**src/rtl/spi_tail_pkg.sv**
```systemverilog
package spi_tail_pkg;

  typedef enum logic [2:0] {
    ST_IDLE,
    ST_SETUP,
    ST_LOW,
    ST_DATA,
    ST_HIGH,
    ST_END,
    ST_TAIL
  } wr_state_t;

  // request count must lie inside 1..lim
  function automatic logic count_ok(int n, int lim);
    return (n >= 1) && (n <= lim);
  endfunction

  // exactly one bit set (select vectors are at most 32 wide)
  function automatic logic sel_onehot(logic [31:0] v);
    return (v != 32'd0) && ((v & (v - 32'd1)) == 32'd0);
  endfunction

  // busy length: setup + three phases per bit + release + tail
  function automatic int xfer_cycles(int n, int dly);
    return 3 * dly * (n + 1);
  endfunction

endpackage

```
**src/rtl/spi_tail_timer.sv**
```systemverilog
module spi_tail_timer #(
  parameter int DLY = 8
) (
  input  logic clk,
  input  logic rst_n,
  input  logic load_i,
  output logic expire_o
);
  localparam int CW = $clog2(DLY + 1);

  logic [CW-1:0] cnt;

  always_ff @(posedge clk or negedge rst_n) begin
    if (!rst_n)               cnt <= '0;
    else if (load_i)          cnt <= CW'(DLY - 1);
    else if (cnt != '0)       cnt <= cnt - 1'b1;
  end

  assign expire_o = (cnt == '0);

endmodule

```
**src/rtl/spi_tail_csdrv.sv**
```systemverilog
module spi_tail_csdrv #(
  parameter int CS_N = 4
) (
  input  logic            clk,
  input  logic            rst_n,
  input  logic            set_i,
  input  logic            clr_i,
  input  logic [CS_N-1:0] sel_i,
  output logic [CS_N-1:0] cs_n_o
);
  for (genvar g = 0; g < CS_N; g++) begin : g_line
    always_ff @(posedge clk or negedge rst_n) begin
      if (!rst_n)                  cs_n_o[g] <= 1'b1;
      else if (set_i && sel_i[g])  cs_n_o[g] <= 1'b0;
      else if (clr_i)              cs_n_o[g] <= 1'b1;
    end
  end
endmodule

```
**src/rtl/spi_tail_writer.sv**
```systemverilog
module spi_tail_writer
  import spi_tail_pkg::*;
#(
  parameter int DATA_W  = 32,
  parameter int CS_N    = 4,
  parameter int DLY_CYC = 8,
  localparam int CNT_W  = $clog2(DATA_W + 1),
  localparam int IDX_W  = $clog2(DATA_W)
) (
  input  logic              clk,
  input  logic              rst_n,
  input  logic              start,
  input  logic [DATA_W-1:0] data,
  input  logic [CNT_W-1:0]  nbits,
  input  logic [CS_N-1:0]   cs_sel,
  output logic              busy,
  output logic              done,
  output logic [CS_N-1:0]   cs_n,
  output logic              rw_sel,
  output logic              mosi,
  output logic              sclk
);

  wr_state_t         state;
  logic [DATA_W-1:0] data_q;
  logic [IDX_W-1:0]  idx;
  logic [CNT_W-1:0]  n_q;

  // named internal events
  logic req_valid;   // request well-formed
  logic go;          // request accepted this cycle
  logic tick;        // current phase has lasted DLY_CYC cycles
  logic cs_release;  // last bit finished, select goes high
  logic last_bit;

  assign req_valid  = count_ok(int'(nbits), DATA_W) && sel_onehot(32'(cs_sel));
  assign go         = start && (state == ST_IDLE) && req_valid;
  assign last_bit   = (idx == '0);
  assign cs_release = (state == ST_HIGH) && tick && last_bit;
  assign busy       = (state != ST_IDLE);

  spi_tail_timer #(.DLY(DLY_CYC)) u_timer (
    .clk      (clk),
    .rst_n    (rst_n),
    .load_i   (go || (busy && tick)),
    .expire_o (tick)
  );

  spi_tail_csdrv #(.CS_N(CS_N)) u_cs (
    .clk    (clk),
    .rst_n  (rst_n),
    .set_i  (go),
    .clr_i  (cs_release),
    .sel_i  (cs_sel),
    .cs_n_o (cs_n)
  );

  always_ff @(posedge clk or negedge rst_n) begin
    if (!rst_n) begin
      state  <= ST_IDLE;
      data_q <= '0;
      idx    <= '0;
      n_q    <= '0;
      sclk   <= 1'b1;
      mosi   <= 1'b0;
      rw_sel <= 1'b0;
      done   <= 1'b0;
    end else begin
      done <= 1'b0;
      if (state == ST_IDLE) begin
        if (go) begin
          data_q <= data;
          idx    <= IDX_W'(nbits - 1'b1);
          n_q    <= nbits;
          rw_sel <= 1'b1;
          state  <= ST_SETUP;
        end
      end else if (tick) begin
        case (state)
          ST_SETUP: begin sclk <= 1'b0; state <= ST_LOW; end
          ST_LOW:   begin mosi <= data_q[idx]; state <= ST_DATA; end
          ST_DATA:  begin sclk <= 1'b1; state <= ST_HIGH; end
          ST_HIGH: begin
            sclk <= 1'b0;
            if (last_bit) state <= ST_END;
            else begin
              idx   <= idx - 1'b1;
              state <= ST_LOW;
            end
          end
          ST_END:   begin sclk <= 1'b1; state <= ST_TAIL; end
          ST_TAIL:  begin done <= 1'b1; state <= ST_IDLE; end
          default:  state <= ST_IDLE;
        endcase
      end
    end
  end

  // busy-length counter kept for the length check below
  int busy_len;
  always_ff @(posedge clk or negedge rst_n) begin
    if (!rst_n)    busy_len <= 0;
    else if (go)   busy_len <= 0;
    else if (busy) busy_len <= busy_len + 1;
  end

  AST_ONE_CS_LOW: assert property (@(posedge clk) disable iff (!rst_n)
    $countones(~cs_n) <= 1);
  AST_IDLE_PINS: assert property (@(posedge clk) disable iff (!rst_n)
    !busy |-> (sclk && (&cs_n)));
  AST_RELEASE_WITH_FALL: assert property (@(posedge clk) disable iff (!rst_n)
    $rose(&cs_n) |-> $fell(sclk));
  AST_DONE_SINGLE: assert property (@(posedge clk) disable iff (!rst_n)
    done |=> !done);
  AST_DONE_LENGTH: assert property (@(posedge clk) disable iff (!rst_n)
    done |-> (!busy && busy_len == xfer_cycles(int'(n_q), DLY_CYC)));
  AST_REJECT_QUIET: assert property (@(posedge clk) disable iff (!rst_n)
    (start && !busy && !req_valid) |=> (!busy && $stable(cs_n) && $stable(sclk)));
  AST_MOSI_HOLD: assert property (@(posedge clk) disable iff (!rst_n)
    (!busy && $past(!busy)) |-> $stable(mosi));

endmodule

```
**config.mk**
```make
export PLATFORM = sky130hd
export DESIGN_NAME = spi_tail_writer
export DESIGN_NICKNAME = d
export VERILOG_FILES = /design/src/rtl/spi_tail_pkg.sv /design/src/rtl/spi_tail_timer.sv /design/src/rtl/spi_tail_csdrv.sv /design/src/rtl/spi_tail_writer.sv
export SDC_FILE = /design/constraint.sdc
export NUM_CORES = 1
export LEC_CHECK = 0
export BUFFER_PORTS_ARGS = -buffer_cell sky130_fd_sc_hd__buf_2
export CAP_MARGIN = 20
export CORE_AREA = 4 4 105 82
export CTS_CLUSTER_SIZE = 16
export DETAILED_ROUTE_END_ITERATION = 6
export DIE_AREA = 0 0 109 86
export MAX_ROUTING_LAYER = met4
export PLACE_DENSITY = 0.59
export SYNTH_ARGS = -nofsm -noshare
export SYNTH_HDL_FRONTEND = slang
export SYNTH_SLANG_ARGS = --single-unit
```
**constraint.sdc**
```tcl
create_clock -name clk -period 3.1 [get_ports clk]
set_input_delay 0.155 -clock clk [delete_from_list [all_inputs] [get_ports clk]]
set_output_delay 0.155 -clock clk [all_outputs]
set_load 0.01 [all_outputs]
```
# Word level (Yosys, flattened, before mapping)
# Cells that the tools add are included.
dict set report classes {
  n_eq_ne 8
  reduce_logical 35
  n_bitwise 2
  n_mux 23
  order_cmp 3
  addsub 4
}
# cell count
set op_table {}
lappend op_table {{$and 4x32->32} 1}
lappend op_table {{$logic_not 32->1} 1}
lappend op_table {{$mux 5} 5}
lappend op_table {{$reduce_bool 2->1} 8}
lappend op_table {{$pmux 3 s5} 1}
lappend op_table {{$logic_and 1x1->1} 12}
lappend op_table {{$mux 3} 4}
lappend op_table {{$sub 5x1->5 const B} 2}
lappend op_table {{$eq 3x3->1 const B} 3}
lappend op_table {{$mux 1} 9}
lappend op_table {{$mux 4} 2}
lappend op_table {{$reduce_bool 4->1} 2}
lappend op_table {{$eq 3x2->1 const B} 2}
lappend op_table {{$ge 6x1->1 const B} 1}
lappend op_table {{$le 6x6->1 const B} 1}
lappend op_table {{$lt 5x6->1 const B} 1}
lappend op_table {{$reduce_and 3->1} 2}
lappend op_table {{$bmux 1 s5} 1}
lappend op_table {{$logic_not 5->1} 1}
lappend op_table {{$sub 4x1->5 const B} 1}
lappend op_table {{$logic_not 4->1} 1}
lappend op_table {{$reduce_and 2->1} 2}
lappend op_table {{$reduce_and 4->1} 1}
lappend op_table {{$reduce_or 2->1} 2}
lappend op_table {{9 further kinds} 9}
dict set report word_totals {
  ff_bits 52
  out_inout_bits 9
  word_cells 87
  inputBits 45
}

# Depth between registers and ports, before layout
# Gate-level depths: netlist of run 1.
dict set report depth {
  word_depth 8
  mapped_depth 10
  ltp_nobuf 8
}

# Hierarchy
# From an unflattened synthesis of run 1, not the netlist that was laid out.
dict set report hier_totals {
  hier_cells 288
  hier_area_um2 2710.1
}
# mod instances cells_each area_per_inst_um2 seq_area_each_um2
set modules_own_cells {}
lappend modules_own_cells {spi_tail_writer 1 259 2342.2 1102.3}
lappend modules_own_cells {spi_tail_timer 1 21 227.7 100.1}
lappend modules_own_cells {spi_tail_csdrv 1 8 140.1 105.1}

# Worst setup path before layout of run 1
# Ideal clock, no wire load.
dict set report synth_timing {
  path_type {flip-flop to flip-flop}
  start {register state[0]}
  end {register idx[4]}
  path_stages_with_launch 10
  t_arrival_ns 2.105
  synth_period_minus_slack_ns 2.195
  setup_slack_ns 0.905
  n_path_buf 2
  setup_time_ns 0.090
  required_time_ns 3.010
  path_cell_list {dfrtp_1 buf_6 nor3_4 inv_2 nor4_2 o22ai_1 a21o_1 buf_2 or4_1 o221ai_1}
}
dict set report synth_between {
  elab_chain_cells 5
  word_cells_on_any_way 10
  classes_between {3 x eq/ne; 1 x mux; 6 x reduce/logical}
}
# element line
set synth_lines {}
lappend synth_lines {{from (decl)} spi_tail_writer.sv:24} ;# wr_state_t state;
lappend synth_lines {{from (signal assigned)} spi_tail_writer.sv:60} ;# state <= ST_IDLE;
lappend synth_lines {{from (signal assigned)} spi_tail_writer.sv:76} ;# state <= ST_SETUP;
lappend synth_lines {{from (signal assigned)} spi_tail_writer.sv:80} ;# ST_SETUP: begin sclk <= 1'b0; state <= ST_LOW; end
lappend synth_lines {{$logic_not 3->1} {spi_tail_writer.sv:37, spi_tail_writer.sv:70}}
lappend synth_lines {{$logic_and 1x1->1 (2 in series)} spi_tail_writer.sv:37} ;# assign go = start && (state == ST_IDLE) && req_valid;
lappend synth_lines {{$ne 2x2->1 (no source line)} --}
lappend synth_lines {{$reduce_and 4->1 (no source line)} --}
lappend synth_lines {{to (signal assigned)} spi_tail_writer.sv:73} ;# idx <= IDX_W'(nbits - 1'b1);
lappend synth_lines {{to (signal assigned)} spi_tail_writer.sv:87} ;# idx <= idx - 1'b1;
lappend synth_lines {{to (decl)} spi_tail_writer.sv:26} ;# logic [IDX_W-1:0] idx;
# Several ways; a longest one is shown, not always the timed one.
# A chain may end at the register's enable or synchronous reset.

# Worst setup path after layout of run 1
dict set report layout_timing {
  start {register state[0]}
  end {register idx[3]}
}
# Same word-level chain as after synthesis.

==> results.yml, run 1 <==
setup_path:
  crit_type: "flip-flop to flip-flop"
  path_cells: "nor3_4, inv_2, nor4_2, o22ai_4, a21o_1, a2111oi_0, nor3_1"
  required_ns: 3.28
  cpMaxStageDelayCell: "dfrtp_1"
  arrival_ns: 2.61
  start_kind: "flip-flop"
  crit_fanout: 9
  end_kind: "flip-flop"
  slowest_delay_ns: 0.49
cells_and_area:
  area_growth_pct: 18.30
  nets: 311
  antenna_cells: 0
  final_util: 0.4005
  layout-drive-gt1-share: 0.4053
  fill_cells: 756
yosys:
  synth-main-ff-cell: "dfrtp_1"
  synth_top_family_by_area: "multiplexers"
  yosysSeqAreaShare: 0.5034
  synthTopCellsByArea: "dfrtp_1 45%, mux2_2 11%, mux4_2 7.8%"
  synthArstFlopShare: 1.000
  synth_common_cells: "47 x dfrtp_1, 25 x mux2_2, 14 x nand2_1"
  syn_nets: 258
  avgSynthCellArea_um2: 12.31
  synth_edf_count: 0
  yosys.area_share.simple: 0.09489
  yosysUniqueCellTypes: 44
  yosys_warnings: 0
  synth-seq-cells: 52
  yosysMostFrequentCell: "dfrtp_1"
  synth.top_cell.area_share: 0.4528
  syn_area_mm2: 0.002597
  synth_fa_ha_area_frac: 0.009634
  synth_mux_area_frac: 0.2442
  synth-compound-area-share: 0.09538
  synth-xor-area-share: 0.01012
  yosysTopAreaCell: "dfrtp_1"
  synth_cells: 211
placement:
  place_hpwl_um: 3983
  port_buffers: 53
  place_congestion: 0.8124
pwr:
  power.leakage_nw: 1.473
  peakVddDrop_uv: 344.3
  swShare: 0.3482
  pwr-share-clk: 0.158
  combPwrFrac: 0.381
  p_int_mw: 1.682
  p_sw_mw: 0.8987
  pwr-share-seq: 0.461
  power_density_mw_per_mm2: 839.9
global_routing:
  grt_util_all_layers: 0.1258
  grt_start_max_net_pins: 49
  overflow: 0
  grt_pass1_wl_um: 8976
  antenna_found_initial: 0
  grt_pass1_vias: 1842
run_status:
  violations: "hold timing"
  status: "finished, violations left"
timing:
  hold_slack_ns: -0.02740
  slew_headroom: 0.3904
  post-route-period-util: 0.7855
  max_freq_mhz: 410.7
  final-setup-viol-count: 0
  tns_ns: 0
  report.final.slew_viol_count: 0
  hold_viol_final: 33
  rsz0062_at_grt: "false"
  min_period_ns: 2.435
  clock-skew-final_ns: 0.005183
  worst_pin_slew_ns: 0.9144
detailed_routing:
  drtIter0Drc: 127
  wl_per_cell_um: 14.87
  via_count: 1766
  drc: 0
  ant_nets: 0
  wl_um: 5488
  drt_pass1_iterations: 4
  via_per_inst: 4.786
cts:
  post_cts_buffers: 0
  cts.root.buffer_cell: "clkbuf_8"
  cts.sink_count: 52
  cts_tree: "done"
  cts_resized: 0
  clk_pin_slew_ns: 0.09
  clock_path_buffers: 2
  ctsHoldBuffers: 0
  numCtsBuffers: 5
  clock_latency_ns: 0.30
  htree_levels: 2
hold_path:
  min_path_type: "input pin to async pin"
die:
  coreArea_mm2: 0.007672
  die_h_um: 86
  die_w_um: 109
  rows: 28
  ios: 54
  initial_core_util: 0.3386
  die_area_mm2: 0.009374
flow_run:
  maxCapViolCount: 0
-- kinds of logic (layout without fill, tap and decap cells) --
group,count (synthesis),after routing
fa+ha+maj,2,2
buf+inv,24,77
xor+xnor,3,3
compound gates,36,36
flops,52,52
simple gates,46,46
mux,48,48
-- sequential cells by signal, indices dropped and copies added, names as in the netlist --
name	count
data_q	32
idx	5
u_cs.cs_n_o	4
u_timer.cnt	4
state	3
done	1
mosi	1
rw_sel	1
sclk	1
-- worst max-delay path: cells and delay by family, from the launching register on --
family	cells	cell delay, ns
buf+inv	1	0.17
flops	1	0.49
simple gates	3	0.79
compound gates	3	0.86
-- power by group through the flow --
stage,registers (mW),clock network [mW],logic [mW]
after global routing,1.24,0.463,1.10
after global placement,1.20,0,0.975
after detailed placement,1.21,0,0.986
final,1.19,0.409,0.983
after floorplan,1.08,0,0.837
after CTS,1.19,0.427,0.995
-- cells in the final DEF (no fill, tap or decap), types with 2 or more instances in the layout --
master	n
a21o_1	3
buf_4	4
nor2b_1	2
buf_2	53
nor4_1	2
clkbuf_8	7
nand3_1	2
a211oi_1	3
and2_1	3
o21ai_1	4
mux2i_1	6
xnor2_1	2
o22a_1	4
mux2_1	8
nor2_1	7
mux4_2	9
dfstp_2	5
nand2_1	14
a21oi_1	6
or4_1	2
mux2_2	25
o31ai_1	3
o21ai_0	6
nor3_1	5
dfrtp_1	47
ha_1	2
inv_1	12
nand2b_1	3
-- final timing paths --
| check | endpoint | from | depth (start not counted) | slack [ns] |
|---|---|---|---|---|
| max | idx[3] | state[0] | 7 | 0.67 |
| max in group asynchronous | u_cs.cs_n_o[0] | rst_n | 2 | 2.31 |
| max reg2reg | idx[3] | state[0] | 7 | 0.67 |
| min in group clk | data_q[28] | data[28] | 2 | 0.07 |
| min reg2reg | rw_sel | rw_sel | 1 | 0.48 |
| min | data_q[18] | rst_n | 1 | -0.03 |
-- layout make-up --
cell class / count / area [um2] / area share
Clock buffer: 7 / 96.34 / 0.03135
Inverter: 13 / 48.80 / 0.01588
Multi-Input combinational cell: 135 / 1194 / 0.3884
Sequential cell: 52 / 1308 / 0.4255
Tap cell: 105 / 131.4 / 0.04275
Timing Repair Buffer: 57 / 295.3 / 0.09609
-- metrics by stage --
stage / total power [mW] / worst slack (ns) / hold WS [ns] / std cells / area, um2
floorplan: 1.922 / 0.9047 / -0.1406 / 211 / 2597
global placement: 2.175 / 0.7166 / 0.3425 / 362 / 2977
detailed placement: 2.194 / 0.6895 / 0.3388 / 362 / 2977
CTS: 2.615 / 0.6565 / 0.009610 / 369 / 3073
global route: 2.802 / 0.4992 / 0.03810 / 369 / 3073
finish: 2.581 / 0.6650 / -0.02740 / 369 / 3073
-- metal layers --
layer,vias up,part of all wire,GRT usage
li1,866,-,-
met1,856,0.52,0.1873
met2,42,0.43,0.1767
met3,2,0.048,0.02859
met4,0,0.0046,0.02179
met5,-,0,-
No activity file was read; power rests on OpenSTA's default activity.
==> inputs of run 2 (changes only) <==
--- a/config.mk
+++ b/config.mk
@@ -12,7 +12,7 @@
 export DETAILED_ROUTE_END_ITERATION = 6
 export DIE_AREA = 0 0 109 86
 export MAX_ROUTING_LAYER = met4
-export PLACE_DENSITY = 0.59
+export PLACE_DENSITY = 0.61
 export SYNTH_ARGS = -nofsm -noshare
 export SYNTH_HDL_FRONTEND = slang
 export SYNTH_SLANG_ARGS = --single-unit
==> constraint.sdc (replaced) <==
create_clock -name clk -period 2.13 [get_ports clk]
set_input_delay 0.1065 -clock clk [delete_from_list [all_inputs] [get_ports clk]]
set_output_delay 0.1065 -clock clk [all_outputs]
set_load 0.01 [all_outputs]
==> results.yml, run 2 (same netlist as run 1, synthesis figures left out) <==
cts:
  cts_tree: "done"
  cts.sink_count: 52
  htree_levels: 2
  clk_pin_slew_ns: 0.10
  clock_path_buffers: 2
  cts.root.buffer_cell: "clkbuf_8"
  clock_latency_ns: 0.32
  numCtsBuffers: 5
setup_path:
  worstRegToRegCells: 8
  slowest_delay_ns: 0.48
  cpMaxStageDelayCell: "or4_1"
  start_kind: "flip-flop"
  end_kind: "flip-flop"
  critical_path_depth: 8
  required_ns: 2.37
  crit_family: "simple AND/OR/NAND/NOR gates"
  path_cells: "nor3_4, inv_4, mux2i_2, ha_2, nand2_1, or2_1, or4_1, o221ai_2"
  arrival_ns: 2.34
  crit_fanout: 5
  crit_type: "flip-flop to flip-flop"
  cp_num_buf_inv: 1
pwr:
  peakVddDrop_uv: 427.5
  pwr-share-clk: 0.168
  power.leakage_nw: 1.610
  swShare: 0.3466
  combPwrFrac: 0.442
  power_density_mw_per_mm2: 1243
  design_power_total_mw: 4.217
  p_int_mw: 2.755
  pwr-share-seq: 0.389
  p_sw_mw: 1.461
global_routing:
  grt_pass1_wl_um: 10230
  grt_pass1_vias: 1997
  overflow: 0
  grt_start_max_net_pins: 24
  grt_util_all_layers: 0.1429
  antenna_found_initial: 0
placement:
  place_congestion: 0.8093
  place_hpwl_um: 4217
  port_buffers: 53
  placed_area_mm2: 0.003138
  dp.cells: 378
die:
  initial_core_util: 0.3386
  coreArea_mm2: 0.007672
  ios: 54
  die_area_mm2: 0.009374
  die_h_um: 86
  die_w_um: 109
  rows: 28
timing:
  min_period_ns: 2.098
  hold_viol_final: 0
  rsz0062_at_grt: "true"
  final-setup-viol-count: 0
  report.final.slew_viol_count: 0
  tns_ns: 0
  max_freq_mhz: 476.7
  worst_pin_slew_ns: 0.5318
  post-route-period-util: 0.9849
  slew_headroom: 0.6455
  clock-skew-final_ns: 0.007534
hold_path:
  min_path_type: "input pin to flip-flop"
  whs_path_depth: 2
cells_and_area:
  top_regs: "data_q x32, idx x5"
  nets: 337
  largest_register: "data_q"
  area_growth_pct: 30.64
  final_common_cell: "buf_2"
  fin_area_mm2: 0.003393
  layout-drive-gt1-share: 0.4536
  largest_reg_flops: 32
  mostFrequentLayoutCells: "53 x buf_2, 47 x dfrtp_1, 25 x mux2_2"
  final_util: 0.4423
  fin_cells: 396
  antenna_cells: 0
  fill_cells: 736
detailed_routing:
  wl_per_cell_um: 14.91
  drc: 0
  wl_um: 5904
  drtIter0Drc: 55
  drt_pass1_iterations: 4
  via_count: 1908
  ant_nets: 0
  via_per_inst: 4.818
run_status:
  status: "complete, no violations"
flow_run:
  maxCapViolCount: 0
[run 2: path summary, 6_finish.rpt]
kind                       startpoint          to  slack, ns
min                          data[26]  data_q[26]      0.009
max reg2reg                  state[0]      idx[4]       0.03
min reg2reg                    rw_sel      rw_sel       0.48
max                          state[0]      idx[4]       0.03
min in group asynchronous       rst_n        done       0.29
max in group asynchronous       rst_n  data_q[27]       1.21
[run 2: layout make-up]
| class | instances | area (um2) | area share |
|---|---|---|---|
| Sequential cell | 52 | 1308 | 0.3853 |
| Multi-Input combinational cell | 135 | 1241 | 0.3658 |
| Timing Repair Buffer | 83 | 550.5 | 0.1622 |
| Tap cell | 105 | 131.4 | 0.03872 |
| Clock buffer | 6 | 72.57 | 0.02139 |
| Inverter | 13 | 51.30 | 0.01512 |
| Clock inverter | 2 | 38.79 | 0.01143 |
[run 2: layer usage]
layer  vias up  track usage  share of wire  wire length [um]
met3         7      0.02784          0.048               286
met2        51       0.1957           0.44              2590
met5         -            -              0                 0
li1        923            -              -                 -
met1       927       0.2128           0.50              2943
met4         0      0.04128          0.014                84
[run 2: per-stage QoR]
stage	worst slack, ns	hold slack (ns)
floorplan	-0.04141	-0.1891
global placement	0.02580	0.1279
detailed placement	-0.01960	0.1260
CTS	0.004540	0.002213
global route	-0.05625	0.004324
finish	0.03216	0.008516
[run 2: power groups by stage]
stage                     Clock [mW]  Combinational (mW)  Sequential, mW
after global placement             0                1.72            1.64
after detailed placement           0                1.76            1.66
after global routing           0.769                2.08            1.69
final                          0.709                1.87            1.64
after floorplan                    0                1.24            1.58
after CTS                      0.727                1.80            1.64
[run 2: what timing repair did]
action	4_1_cts	5_1_grt
gates resized for setup	2	8
cloned	0	0
hold endpoints to repair	24	0
hold buffers	9	0
pin swaps	0	3
endpoints found under the setup margin	1	9
setup buffers	0	1
